==> src/rtl/sgm_pkg.sv <==
package sgm_pkg;

  typedef enum logic [2:0] {
    S_IDLE,
    S_RED,
    S_ROT,
    S_DIV,
    S_OUT
  } sgm_state_e;

  // Rotation and division iteration count for a given word length.
  function automatic int sgm_iters(input int w);
    return (w - 1 < 7) ? 7 : w - 1;
  endfunction

  // Number of ln2 reductions after which the output is pinned to a rail.
  function automatic int sgm_sat_steps(input int of);
    return (of + 3) / 2;
  endfunction

  // Indices of the hyperbolic sequence that are applied twice.
  function automatic bit sgm_is_rep(input int idx);
    return (idx == 4) || (idx == 13) || (idx == 40);
  endfunction

  // atanh(2^-i) scaled by 2^fr, from its odd power series at 60-bit scale.
  function automatic longint sgm_atanh_fx(input int i, input int fr);
    longint acc;
    int     e;
    acc = 0;
    if (i <= 0) return 0;
    for (int k = 0; k < 64; k++) begin
      e = 60 - i * (2 * k + 1);
      if (e >= 0) acc += (64'sd1 <<< e) / longint'(2 * k + 1);
    end
    return (acc + (64'sd1 <<< (59 - fr))) >>> (60 - fr);
  endfunction

  // ln 2 = 2*atanh(1/3), scaled by 2^fr.
  function automatic longint sgm_ln2_fx(input int fr);
    longint acc;
    longint t;
    acc = 0;
    t   = (64'sd1 <<< 60) / 3;
    for (int k = 0; k < 40; k++) begin
      acc += t / longint'(2 * k + 1);
      t = t / 9;
    end
    return ((2 * acc) + (64'sd1 <<< (59 - fr))) >>> (60 - fr);
  endfunction

endpackage

==> src/rtl/sgm_atanh_rom.sv <==
module sgm_atanh_rom
  import sgm_pkg::*;
#(
  parameter int ZW    = 25,
  parameter int FR    = 18,
  parameter int DEPTH = 16,
  parameter int IW    = 4
) (
  input  logic [IW-1:0] idx,
  output logic [ZW-1:0] ang
);

  logic [ZW-1:0] tbl [DEPTH];

  for (genvar g = 0; g < DEPTH; g++) begin : g_tbl
    assign tbl[g] = ZW'(sgm_atanh_fx(g, FR));
  end

  always_comb begin
    ang = '0;
    for (int k = 0; k < DEPTH; k++) begin
      if (idx == IW'(k)) ang = tbl[k];
    end
  end

endmodule

==> src/rtl/sgm_hyp_step.sv <==
module sgm_hyp_step #(
  parameter int XW = 21,
  parameter int ZW = 25,
  parameter int SW = 4
) (
  input  logic signed [XW-1:0] x,
  input  logic signed [XW-1:0] y,
  input  logic signed [ZW-1:0] z,
  input  logic        [SW-1:0] sh,
  input  logic        [ZW-1:0] ang,
  output logic signed [XW-1:0] x_n,
  output logic signed [XW-1:0] y_n,
  output logic signed [ZW-1:0] z_n
);

  logic signed [XW-1:0] xs;
  logic signed [XW-1:0] ys;
  logic                 up;

  assign xs  = x >>> sh;
  assign ys  = y >>> sh;
  assign up  = !z[ZW-1];
  assign x_n = up ? x + ys : x - ys;
  assign y_n = up ? y + xs : y - xs;
  assign z_n = up ? z - $signed(ang) : z + $signed(ang);

endmodule

==> src/rtl/sgm_div_step.sv <==
module sgm_div_step #(
  parameter int DW = 40
) (
  input  logic [DW-1:0] rem,
  input  logic [DW-1:0] den,
  output logic [DW-1:0] rem_n,
  output logic          qbit
);

  logic [DW-1:0] dbl;

  assign dbl   = rem << 1;
  assign qbit  = (dbl >= den);
  assign rem_n = qbit ? dbl - den : dbl;

endmodule

==> src/rtl/cordic_sigmoid.sv <==
module cordic_sigmoid
  import sgm_pkg::*;
#(
  parameter int W = 16,
  parameter int F = 10
) (
  input  logic         clk,
  input  logic         rst,
  input  logic [W-1:0] in_data,
  input  logic         in_valid,
  output logic         in_ready,
  output logic [W-1:0] out_data,
  output logic         out_valid
);

  localparam int N    = sgm_iters(W);
  localparam int OF   = W - 2;
  localparam int FR   = W + 2;
  localparam int QSAT = sgm_sat_steps(OF);
  localparam int ZW   = W + FR - F + 1;
  localparam int XW   = FR + 3;
  localparam int DW   = FR + 2 * QSAT + 4;
  localparam int IW   = $clog2(N + 1);
  localparam int CW   = $clog2(N + 1);
  localparam int QW   = $clog2(QSAT + 1);
  localparam int TS   = N + 1 - OF;
  localparam logic [W-1:0]         MAXB = W'((1 << OF) - 1);
  localparam logic [ZW-1:0]        LN2  = ZW'(sgm_ln2_fx(FR));
  localparam logic signed [XW-1:0] ONE  = {3'b001, {FR{1'b0}}};

  sgm_state_e           st;
  logic                 neg;
  logic [ZW-1:0]        zr;
  logic [QW-1:0]        q;
  logic signed [XW-1:0] xr, yr;
  logic [IW-1:0]        idx;
  logic                 rep_done;
  logic [CW-1:0]        cnt;
  logic [DW-1:0]        rem, den;
  logic [N-1:0]         quo;
  logic [W-1:0]         res;

  // Named events for the checker.
  logic accept, rot_busy, red_sat, red_ge, rot_last, div_last;

  assign in_ready  = (st == S_IDLE);
  assign out_valid = (st == S_OUT);
  assign out_data  = res;
  assign accept    = in_valid && in_ready;
  assign rot_busy  = (st == S_ROT);
  assign red_sat   = (st == S_RED) && (q == QW'(QSAT));
  assign red_ge    = (zr >= LN2);
  assign rot_last  = rot_busy && (cnt == CW'(N - 1));
  assign div_last  = (st == S_DIV) && (cnt == CW'(N - 1));

  // Magnitude of the halved input at FR fraction bits.
  logic signed [W:0] u_ext;
  logic [W:0]        u_mag;
  logic [ZW-1:0]     zin;
  assign u_ext = {in_data[W-1], in_data};
  assign u_mag = in_data[W-1] ? -u_ext : u_ext;
  assign zin   = ZW'(u_mag) << (FR - F - 1);

  // Hyperbolic micro-rotation.
  logic [ZW-1:0]        ang;
  logic signed [XW-1:0] xn, yn;
  logic signed [ZW-1:0] zn;

  sgm_atanh_rom #(.ZW(ZW), .FR(FR), .DEPTH(N + 1), .IW(IW)) u_rom (
    .idx (idx),
    .ang (ang)
  );

  sgm_hyp_step #(.XW(XW), .ZW(ZW), .SW(IW)) u_hyp (
    .x   (xr),
    .y   (yr),
    .z   ($signed(zr)),
    .sh  (idx),
    .ang (ang),
    .x_n (xn),
    .y_n (yn),
    .z_n (zn)
  );

  // Recombine e^r and e^-r with the removed power of two.
  logic [XW-1:0] psum, ndif;
  logic [DW-1:0] pw, nw, num0, den0;
  assign psum = xn + yn;
  assign ndif = xn - yn;
  assign pw   = {{(DW - XW){1'b0}}, psum} << {q, 1'b0};
  assign nw   = {{(DW - XW){1'b0}}, ndif};
  assign num0 = (pw > nw) ? pw - nw : '0;
  assign den0 = pw + nw;

  // Shift-subtract division.
  logic [DW-1:0] rem_n;
  logic          qb;
  logic [N-1:0]  quo_n;

  sgm_div_step #(.DW(DW)) u_div (
    .rem   (rem),
    .den   (den),
    .rem_n (rem_n),
    .qbit  (qb)
  );

  assign quo_n = {quo[N-2:0], qb};

  // 1/2 +/- tanh/2, rounded to OF fraction bits, capped below one.
  function automatic logic [W-1:0] map_out(input logic [N-1:0] qv, input logic ng);
    logic [N:0] r;
    logic [W:0] th;
    logic [W:0] s;
    r  = {1'b0, qv} + ((N + 1)'(1) << (TS - 1));
    th = (W + 1)'(r >> TS);
    if (ng) s = (W + 1)'(1 << (OF - 1)) - th;
    else    s = (W + 1)'(1 << (OF - 1)) + th;
    if (s > (W + 1)'(MAXB)) s = (W + 1)'(MAXB);
    return s[W-1:0];
  endfunction

  always_ff @(posedge clk) begin
    if (rst) begin
      st       <= S_IDLE;
      neg      <= 1'b0;
      zr       <= '0;
      q        <= '0;
      xr       <= '0;
      yr       <= '0;
      idx      <= '0;
      rep_done <= 1'b0;
      cnt      <= '0;
      rem      <= '0;
      den      <= '0;
      quo      <= '0;
      res      <= '0;
    end else begin
      case (st)
        S_IDLE: begin
          if (accept) begin
            st  <= S_RED;
            zr  <= zin;
            neg <= in_data[W-1];
            q   <= '0;
          end
        end
        S_RED: begin
          if (red_sat) begin
            res <= neg ? '0 : MAXB;
            st  <= S_OUT;
          end else if (red_ge) begin
            zr <= zr - LN2;
            q  <= q + QW'(1);
          end else begin
            st       <= S_ROT;
            xr       <= ONE;
            yr       <= '0;
            idx      <= IW'(1);
            rep_done <= 1'b0;
            cnt      <= '0;
          end
        end
        S_ROT: begin
          xr  <= xn;
          yr  <= yn;
          zr  <= zn;
          cnt <= cnt + CW'(1);
          if (sgm_is_rep(int'(idx)) && !rep_done) begin
            rep_done <= 1'b1;
          end else begin
            idx      <= idx + IW'(1);
            rep_done <= 1'b0;
          end
          if (rot_last) begin
            st  <= S_DIV;
            rem <= num0;
            den <= den0;
            quo <= '0;
            cnt <= '0;
          end
        end
        S_DIV: begin
          rem <= rem_n;
          quo <= quo_n;
          cnt <= cnt + CW'(1);
          if (div_last) begin
            res <= map_out(quo_n, neg);
            st  <= S_OUT;
          end
        end
        S_OUT:   st <= S_IDLE;
        default: st <= S_IDLE;
      endcase
    end
  end

endmodule

==> config.mk <==
export PLATFORM = sky130hd
export DESIGN_NAME = cordic_sigmoid
export DESIGN_NICKNAME = d
export VERILOG_FILES = /design/src/rtl/sgm_pkg.sv /design/src/rtl/sgm_atanh_rom.sv /design/src/rtl/sgm_hyp_step.sv /design/src/rtl/sgm_div_step.sv /design/src/rtl/cordic_sigmoid.sv
export SDC_FILE = /design/constraint.sdc
export NUM_CORES = 1
export LEC_CHECK = 0
export BUFFER_PORTS_ARGS = -buffer_cell sky130_fd_sc_hd__buf_4
export CELL_PAD_IN_SITES_DETAIL_PLACEMENT = 1
export CELL_PAD_IN_SITES_GLOBAL_PLACEMENT = 2
export CORE_ASPECT_RATIO = 1.25
export CORE_MARGIN = 4
export CORE_UTILIZATION = 35
export CTS_CLUSTER_DIAMETER = 80
export DETAILED_ROUTE_END_ITERATION = 12
export PLACE_DENSITY = 0.77
export SYNTH_ARGS = -nofsm -noshare
export SYNTH_HDL_FRONTEND = slang
export SYNTH_HIERARCHICAL = 1
export SYNTH_SLANG_ARGS = --single-unit
==> constraint.sdc <==
create_clock -name clk -period 10.2 [get_ports clk]
set_clock_uncertainty 0.2 [all_clocks]
set_input_delay 1.53 -clock clk [delete_from_list [all_inputs] [get_ports clk]]
set_output_delay 1.53 -clock clk [all_outputs]
set_load 0.02 [all_outputs]
======== After elaboration in Yosys (flattened, before gate mapping) ========
Cells that the tools add are included.
W data, S select, Z words.
storage, ports and cells
  output and inout port bits .............. 18
  input port bits ......................... 19
  logic and storage cells ................. 161
  register bits after elaboration ......... 189
operators by class
  muxes and demuxes ....................... 66
  reductions and logical operators ........ 24
  shift-type cells ........................ 3
  order comparisons ....................... 4
  $add $sub $neg .......................... 19
  equality and inequality tests ........... 32
operators with widths
  cell                  number
  $mux W18              15
  $mux W21              6
  $mux W37              3
  $mux W25              4
  $mux W17              5
  $pmux W21 S2          2
  $pmux W25 S3          1
  $pmux W37 S2          1
  $add A21 B21 Y21      3
  $sub A21 B21 Y21      3
  $mux W16              3
  $eq A4 B4 Y1 const B  11
  $sshr A21 B4 Y21      2
  $add A38 B21 Y38      1
  $ge A38 B38 Y1        1
  $gt A38 B21 Y1        1
  $shl A21 B5 Y38       1
  $sub A37 B21 Y37      1
  $sub A37 B37 Y37      1
  $mux W4               9
  $pmux W16 S2          1
  $mux W14              2
  $pmux W14 S2          1
  $add A25 B19 Y25      1
  other kinds (33)      69

======== Longest topological paths before layout ========
  depth in word-level cells ............... 19
  depth in mapped cells ................... 47
  gate-level depth less buffers ........... 41

======== Hierarchy ========
Netlist, hierarchy kept.
modules (own cells, without submodules)
  module          area an instance (um2)  instances  cells each
  cordic_sigmoid  15492.4                 1          2127
  sgm_hyp_step    6562.5                  1          842
  sgm_div_step    2919.0                  1          450
  sgm_atanh_rom   350.3                   1          50

======== Worst setup path before layout ========
No wires, ideal clock.
  path type ............................... register -> register
  from .................................... reg idx[1]
  to ...................................... reg rem[35]
  cell stages (with the launch flop) ...... 41
  data required time ...................... 9.924 ns
  arrival ................................. 9.570 ns
  path slack .............................. 0.355 ns
  setup time .............................. 0.076 ns
  period minus slack after synthesis ...... 9.845 ns
  cell sequence ........................... dfxtp_1 buf_6 buf_6 buf_4 buf_4 mux2i_1 mux4_2 mux2i_1 inv_1 ha_1 mux2i_1 fa_1 a211oi_1 nor2_1 or4_1 a31oi_1 o21ai_0 a21o_1 [5 not listed] or4_4 a21oi_4 nor3_2 a21oi_4 xnor2_1 mux4_2 mux2_2 nand2_1 o21ai_0 ha_1 buf_1 or4_1 o31ai_1 or3_1 or2_0 or4_1 xor2_1 o22ai_1
between the ends
  word-level cells in the longest chain between the ends .. 9
  elaborated cells between the ends (all ways) .. 16
  classes of those cells .................. 7 x add/sub; 1 x order compare; 3 x shift; 5 x mux
ends and longest elaborated chain
  what                                                         line                   text
  start, declared                                              cordic_sigmoid.sv:36   logic [IW-1:0] idx;
  start signal, assigned                                       cordic_sigmoid.sv:171  idx <= idx + IW'(1);
  $sshr A21 B4 Y21 (*)                                         sgm_hyp_step.sv:20     assign xs = x >>> sh;
  $add A21 B21 Y21 / $sub A21 B21 Y21 (equally long branches)  sgm_hyp_step.sv:24     assign y_n = up ? y + xs : y - xs;
  $mux W21 (*)                                                 sgm_hyp_step.sv:24
  via yn[14]                                                   cordic_sigmoid.sv:66   logic signed [XW-1:0] xn, yn;
  $add A21 B21 Y21                                             cordic_sigmoid.sv:88   assign psum = xn + yn;
  $shl A21 B5 Y38                                              cordic_sigmoid.sv:90   assign pw = {{(DW - XW){1'b0}}, psum} << {q, 1'b0};
  $sub A37 B21 Y37 / $gt A38 B21 Y1 (equally long branches)    cordic_sigmoid.sv:92   assign num0 = (pw > nw) ? pw - nw : '0;
  $mux W37 (*)                                                 cordic_sigmoid.sv:92
  $mux W37 (*)                                                 cordic_sigmoid.sv:174  if (rot_last) begin
  $pmux W37 S2 (*)                                             cordic_sigmoid.sv:138  case (st)
  end signal, assigned                                         cordic_sigmoid.sv:176  rem <= num0;
  end signal, assigned                                         cordic_sigmoid.sv:183  rem <= rem_n;
  end, declared                                                cordic_sigmoid.sv:39   logic [DW-1:0] rem, den;
Mark *: on every way through the listed nets, which the timed path passes. The rest lies on a longest branch. The select of a mux whose other input is x is not followed.
A chain may end at the register's enable or synchronous reset.

======== Final worst setup path ========
Ends and elaborated chain as after synthesis.

==> flow_metrics.env <==
export IMPL_max_cap_violations=0
export IMPL_syn_area_mm2=0.0252
export IMPL_start_util=0.355
export IMPL_crit_type="reg -> reg"
export IMPL_cts_root_buf="clkbuf_16"
export IMPL_nFillCells=8796
export IMPL_clk_latency_ns=0.52
export IMPL_antenna_found_initial=0
export IMPL_reg2reg_slack_ns=0.37
export IMPL_fin_tns_setup_ns=0
export IMPL_coreArea_mm2=0.0711
export IMPL_pin_count=37
export IMPL_endpoint_kind="flop"
export IMPL_place_gp_congestion=0.923
export IMPL_die_h_um=308
export IMPL_die_area_mm2=0.0764
export IMPL_max_stage_delay_ns=0.55
export IMPL_clk_path_buf_depth=2
export IMPL_synth_area_per_cell_um2=7.30
export IMPL_viasPerCell=5.87
export IMPL_insertedDiodeCount=0
export IMPL_nets=3649
export IMPL_drc=0
export IMPL_hold_depth=2
export IMPL_drt_iter0_drc=1454
export IMPL_grt_pass1_vias=26600
export IMPL_dp_hpwl_um=73000
export IMPL_fp_row_count=109
export IMPL_crit_top_cell="mux4_2"
export IMPL_track_usage=0.238
export IMPL_setup_viol=0
export IMPL_die_x_um=248
export IMPL_run_status="complete, no violations"
export IMPL_tritoncts="yes"
export IMPL_cp_arrival_ns=10.00
export IMPL_ff2ff_path_depth=36
export IMPL_worstHoldStart="den[10]$_SDFFE_PP0P_"
export IMPL_postRouteAntennaNets=0
export IMPL_grt_start_max_net_pins=90
export IMPL_hold_end="den[10]$_SDFFE_PP0P_"
export IMPL_synth_cells=3451
export IMPL_cp_required_ns=10.37
export IMPL_cts_sinks=189
export IMPL_drv_slew=0
export IMPL_via_count=25700
export IMPL_rr_endpoint="rem[35]$_SDFFE_PP0P_"
export IMPL_hold_path_class="reg -> reg"
export IMPL_whs_ns=0.255
export IMPL_syn_to_final_growth_pct=9.16
export IMPL_drive_gt1_frac=0.112
export IMPL_relSlewSlack=0.286
export IMPL_worst_pin_slew_ns=1.07
export IMPL_stdcell_count=4380
export IMPL_cp_slowest_cell="mux4_2"
export IMPL_clk_pin_slew_ns=0.10
export IMPL_grt_pass1_wl_um=148000
export IMPL_timing_final_crit_period_ns=9.83
export IMPL_cp_max_fo=7
export IMPL_wire_per_inst_um=21.2
export IMPL_grt_overflow=0
export IMPL_place_inst=4325
export IMPL_r2r_start="idx[1]$_SDFFE_PP0P_"
export IMPL_ys_warn_count=6
export IMPL_wl_um=92700
export IMPL_start_kind="flop"
export IMPL_htree_levels=4
export IMPL_max_freq_mhz=102
export IMPL_min_period_over_period=0.963
export IMPL_drtPass1Iterations=5
export IMPL_numPortBuffers=36
export IMPL_hold_violations=0
export IMPL_cts_buffers=17
export IMPL_crit_start="idx[1]$_SDFFE_PP0P_"
export IMPL_rsz0062_at_grt="true"
export IMPL_postLayoutCoreUtil=0.387
[layout make-up]
type | instances | area, µm² | area share
clock inverters | 15 | 185 | 0.00673
multi-input cells | 2863 | 19900 | 0.725
flip-flops and latches | 189 | 3800 | 0.138
clock buffers | 17 | 425 | 0.0155
well taps | 943 | 1180 | 0.0429
repair buffers | 159 | 1250 | 0.0455
inverters | 194 | 728 | 0.0265
[metrics by stage]
step	setup WS, ns	area (µm²)
floorplan	0.382	25200
global placement	-0.0300	26500
detailed placement	-0.205	26500
CTS	0.00426	27100
global route	-0.0902	27500
finish	0.373	27500
[repair_timing]
| item | 4_1_cts | 5_1_grt |
|---|---|---|
| setup endpoints to repair | 37 | 55 |
| hold buffers | 0 | 0 |
| gates cloned | 0 | 0 |
| hold endpoints to repair | 0 | 0 |
| setup buffers | 0 | 23 |
| pin swaps | 0 | 9 |
| gates resized for setup | 6 | 55 |
[per-layer routing]
layer	track usage	share of wire	vias up
met4	0.0928	0.038	0
met2	0.426	0.50	436
li1	-	-	12400
met5	0	0	-
met1	0.293	0.44	12600
met3	0.0240	0.024	177
[placed cells by master, fill, tap and decap left out, types with 11 or more instances in the layout]
cell type  count
nand4_1       36
mux2i_1       62
o22ai_1       27
dfxtp_1      182
a211oi_1      48
o21a_1        31
and2_1        31
o21bai_1      27
inv_1        191
nor3b_1       12
a211o_1       11
o31a_1        15
o21ai_0      154
and3_1        57
o22ai_2       11
a221oi_1      12
a31oi_1       37
o31ai_1       22
ha_1         191
mux4_2        41
nand2b_1      50
or4_1         16
nor3_1        87
a21oi_1      346
mux2_2        24
or3_1         20
a21o_1        53
nand3b_1      17
clkbuf_16     17
xnor2_1      162
nand3_1       82
nor2b_1       34
a22oi_1       71
buf_4        149
nor4_1        23
o211ai_1      37
nand2_1      259
or2_2         22
xor2_1        97
nor2_1       397
[how the worst max path moves through the flow]
stage	end	cells past startpoint
3_5_place_dp	rem[1]$_SDFFE_PP0P_	37
2_1_floorplan	rem[35]$_SDFFE_PP0P_	40
6_report	rem[35]$_SDFFE_PP0P_	36
4_1_cts	rem[25]$_SDFFE_PP0P_	35
3_3_place_gp	rem[22]$_SDFFE_PP0P_	37
5_1_grt	rem[35]$_SDFFE_PP0P_	38
[critical path: cells and delay by family (launching register included)]
| family | cells | cell delay (ns) |
|---|---|---|
| AO/OA/AOI/OAI | 10 | 1.85 |
| XOR/XNOR | 4 | 0.59 |
| multiplexers | 4 | 1.91 |
| AND/OR/NAND/NOR | 12 | 3.45 |
| adder cells (fa/ha/maj) | 3 | 0.85 |
| flip-flops | 1 | 0.41 |
| buffers and inverters | 3 | 0.42 |
[sequential cells by signal, summed over array words and instances (netlist names), 4 cells and up]
name	count
out_data	16
rem	37
q	4
cnt	4
idx	4
zr	25
den	38
quo	14
yr	21
xr	21
Power is not shown: default switching activity piles up to over one toggle a cycle in this logic, so the estimate is an artifact.
